$ cat src/rtl/prot_seq.sv
module prot_seq #(
  parameter int NB       = 2,
  parameter int CLK_KHZ  = 50000,
  parameter int DEG_NS   = 4000,
  parameter int RETRY_NS = 1350000
) (
  input  logic          clk,
  input  logic          rst_n,
  input  logic [NB-1:0] oc_flag,
  input  logic          ot_flag,
  output logic [NB-1:0] bridge_off,
  output logic          fault_n
);
  localparam longint DEG_L  = (longint'(CLK_KHZ) * DEG_NS + 999999) / 1000000;
  localparam longint RET_L  = (longint'(CLK_KHZ) * RETRY_NS + 999999) / 1000000;
  localparam int     DEG_CYC = (DEG_L < 1) ? 1 : int'(DEG_L);
  localparam int     RET_CYC = (RET_L < 2) ? 2 : int'(RET_L);
  localparam int     TOP     = (DEG_CYC > RET_CYC) ? DEG_CYC : RET_CYC;
  localparam int     CW      = $clog2(TOP + 1);
  localparam logic [CW-1:0] DEG_END = CW'(DEG_CYC - 1);
  localparam logic [CW-1:0] RET_END = CW'(RET_CYC - 1);

  for (genvar g = 0; g < NB; g++) begin : g_br
    logic          tripped;
    logic [CW-1:0] cnt;

    // filter; R4 R5: retry timer
    always_ff @(posedge clk or negedge rst_n) begin
      if (!rst_n) begin
        tripped <= 1'b0;
        cnt     <= '0;
      end else if (!tripped) begin
        if (!oc_flag[g] || ot_flag) cnt <= '0;
        else if (cnt == DEG_END) begin
          tripped <= 1'b1;
          cnt     <= '0;
        end else cnt <= cnt + 1'b1;
      end else if (cnt == RET_END) begin
        tripped <= 1'b0;
        cnt     <= '0;
      end else cnt <= cnt + 1'b1;
    end

    // thermal hold overrides
    assign bridge_off[g] = tripped | ot_flag;
  end

  // wired-AND of fault requests
  assign fault_n = ~|bridge_off;
endmodule


$ cat config.mk
export PLATFORM = sky130hd
export DESIGN_NAME = prot_seq
export DESIGN_NICKNAME = d
export VERILOG_FILES = /design/src/rtl/prot_seq.sv
export SDC_FILE = /design/constraint.sdc
export NUM_CORES = 1
export LEC_CHECK = 0
export ABC_AREA = 0
export CAP_MARGIN = 25
export CORE_MARGIN = 2
export CORE_UTILIZATION = 50
export CTS_BUF_LIST = sky130_fd_sc_hd__clkbuf_4
export CTS_CLUSTER_DIAMETER = 100
export DETAILED_ROUTE_END_ITERATION = 8
export PLACE_DENSITY = 0.8
export SLEW_MARGIN = 0
export SYNTH_ARGS = -nofsm -noshare
export SYNTH_HDL_FRONTEND = slang
export SYNTH_SLANG_ARGS = --single-unit
$ cat constraint.sdc
create_clock -name clk -period 1.95 [get_ports clk]
set_input_delay 0.195 -clock clk [delete_from_list [all_inputs] [get_ports clk]]
set_output_delay 0.195 -clock clk [all_outputs]
set_load 0.05 [all_outputs]
==> flow_metrics.py <==
metrics = {
    "timing": {
        "setup_tns_ps": 0,
        "maxSlewViolCount": 0,
        "max_slew_margin_pct": 70.2,
        "rsz0062_at_grt": "no",
        "fin_crit_ps": 1810,
        "fin_worst_skew_ps": 5.14,
        "setup_violations": 0,
        "fin_crit_sh_pct": 93.0,
        "hold_viol": 0,
        "max_freq_ghz": 0.551,
        "worstMarginPinSlew_ps": 447,
    },
    "cells_and_area": {
        "nNetsFinal": 221,
        "drive_above_1_share_pct": 12.2,
        "final_cells": 261,
        "n_antenna_cell": 0,
        "area_growth_pct": 12.3,
        "final_common_cell": "dfrtp_1",
        "layout_common_cells": "dfrtp_1, a21oi_1, nand3_1, xnor2_1, nand4_1",
    },
    "pwr": {
        "p_comb_share_pct": 1.8,
        "swShare_pct": 19.9,
        "intPower_mw": 1.04,
        "share_seq_of_total_power_pct": 57.6,
        "clkPwrFrac_pct": 40.5,
        "p_leak_nw": 0.871,
        "ir_drop_v": 0.000310,
        "p_total_mw": 1.29,
        "net-switching-power_mw": 0.257,
        "powerDensity_nw_per_um2": 580,
    },
    "floorplanning": {
        "fp.coreArea_um2": 3740,
        "dieArea_um2": 4490,
        "initial_core_util_pct": 53.1,
        "die_x_um": 67.0,
        "io_pins": 8,
        "die_h_um": 67.0,
        "num_rows": 22,
    },
    "route": {
        "post_drt_wl_per_cell_um": 15.6,
        "routed_via_density": 6.06,
        "ant_nets": 0,
        "route.detailed.drc": 0,
        "totalWireLength_um": 4070,
        "vias": 1582,
        "drtIter0Drc": 182,
        "dr.pass1.iters": 4,
    },
    "synthesis": {
        "ys_seq_area_share_pct": 45.3,
        "syn-num-nets": 208,
        "syn_area_um2": 1990,
        "yosysUniqueCellTypes": 37,
        "syn_avg_cell_area_um2": 9.98,
        "synth_flop_cell": "dfrtp_1",
        "synth_seq_cells": 36,
        "ys_warn_count": 0,
        "synth_edf_count": 0,
        "netlist_instances": 199,
        "async_flop_share_pct": 100,
    },
    "run_status": {
        "status": "finished, final reports clean",
    },
    "global_route": {
        "grtUsageTotal_pct": 20.5,
        "grt_max_degree": 37,
        "first_global_vias": 1449,
        "overflow": 0,
        "antenna_found_initial": 0,
        "grt_pass1_wl_um": 6910,
    },
    "critical_path": {
        "critPathMaxFanout": 13,
        "reg2reg_depth": 6,
        "cp-end-kind": "flip-flop",
        "cp.required_ps": 2170,
        "critPathLaunchType": "flip-flop",
        "critPathArrivalTime_ps": 2040,
        "crit_type": "reg2reg",
        "regToRegSetupSlack_ps": 140,
    },
    "hold_path": {
        "hold_path_class": "in2async",
    },
    "cts": {
        "numCtsBuffers": 5,
        "cts_setup_buffers": 0,
        "cts_tree": "built",
        "cts_buffer_depth": 2,
        "ctsHoldBuffers": 0,
        "h-tree-depth": 2,
        "cts_resized": 0,
        "root_buffer": "clkbuf_4",
        "cts_num_sinks": 36,
        "cts.clk_slew.worst_paths_ps": 110,
        "clk_latency_ps": 340,
    },
    "placed_design": {
        "dpl.cell_count": 253,
        "gp_congestion": 0.893,
        "port_buffers": 7,
        "hpwlAfterDp_um": 2850,
    },
    "run": {
        "cap_viol_max_count": 0,
    },
}
flip-flops by register name (all words and copies together), names as in the netlist:
signal	cells
g_br.cnt	34
g_br.tripped	2
synthesized netlist by cell type (2+ instances only):
cell type	count	area (um^2)
xor2_1	12	105
and2_1	2	12.5
and3_1	4	25.0
a22oi_1	4	30.0
and4_1	3	26.3
nor3_1	6	30.0
nor4b_1	3	26.3
buf_2	4	20.0
nand3_1	14	70.1
dfrtp_1	36	901
ha_1	4	50.1
o21ai_0	2	10.0
a21boi_0	2	15.0
a21oi_1	28	140
nand4_1	13	81.3
nor2_1	9	33.8
or3_1	4	25.0
xnor2_1	14	123
nand2_1	9	33.8
nor4_1	5	31.3
inv_1	5	18.8
layout make-up:
type	count	area, um^2
Sequential cell	36	901
Timing Repair Buffer	14	144
Clock buffer	6	45.0
Fill cell	321	1510
Inverter	5	18.8
Clock inverter	2	35.0
Multi-Input combinational cell	150	1030
Tap cell	48	60.1
metal layers:
layer | part of all wire [%] | global-route usage [%]
met2 | 44 | 28.6
met4 | 1.9 | 7.40
met5 | 0 | 0
met1 | 48 | 30.3
met3 | 5.8 | 5.24
worst max-delay path, cell delays in order (launching register included):
cell and delay [ps]:
dfrtp_1 410, ha_1 220, nor4b_2 270, nand2_2 160, o41ai_4 350, buf_6 200
a21boi_0 90
power by group through the flow:
stage | Combinational, mW | Clock [mW] | Sequential [mW]
2_1_floorplan | 0.0000825 | 0 | 0.761
3_3_place_gp | 0.0248 | 0 | 0.761
3_5_place_dp | 0.0253 | 0 | 0.761
4_1_cts | 0.0254 | 0.541 | 0.746
5_1_grt | 0.0279 | 0.585 | 0.746
6_report | 0.0239 | 0.524 | 0.746
cells by family (layout without fill, tap and decap cells):
| logic type | count (synthesis) | count (layout) | share of synthesized area [%] |
|---|---|---|---|
| compound gates | 43 | 43 | 14.9 |
| xor+xnor | 26 | 26 | 11.5 |
| flops | 36 | 36 | 45.3 |
| buf+inv | 13 | 27 | 3.34 |
| fa+ha+maj | 4 | 4 | 2.52 |
| simple gates | 77 | 77 | 22.4 |
worst paths after layout:
kind                                start         endpoint
max                        g_br[0].cnt[1]   g_br[0].cnt[1]
min                                 rst_n  g_br[1].cnt[13]
max reg2reg                g_br[0].cnt[1]   g_br[0].cnt[1]
min reg2reg                g_br[0].cnt[0]   g_br[0].cnt[0]
max in group asynchronous           rst_n   g_br[0].cnt[3]
min in group clk               oc_flag[0]  g_br[0].tripped
stage by stage:
| step | area, um^2 | setup WS (ps) | util [%] | hold WS (ps) |
|---|---|---|---|---|
| after detailed placement | 2140 | 130 | 57.2 | 550 |
| after CTS | 2220 | 124 | 59.3 | 276 |
| after global routing | 2230 | 0.890 | 59.6 | 286 |
| final | 2230 | 136 | 59.6 | 270 |
| after floorplan | 1990 | 148 | - | -101 |
| after global placement | 2140 | 159 | 57.2 | 540 |
No activity file was read; power rests on OpenSTA's default activity.
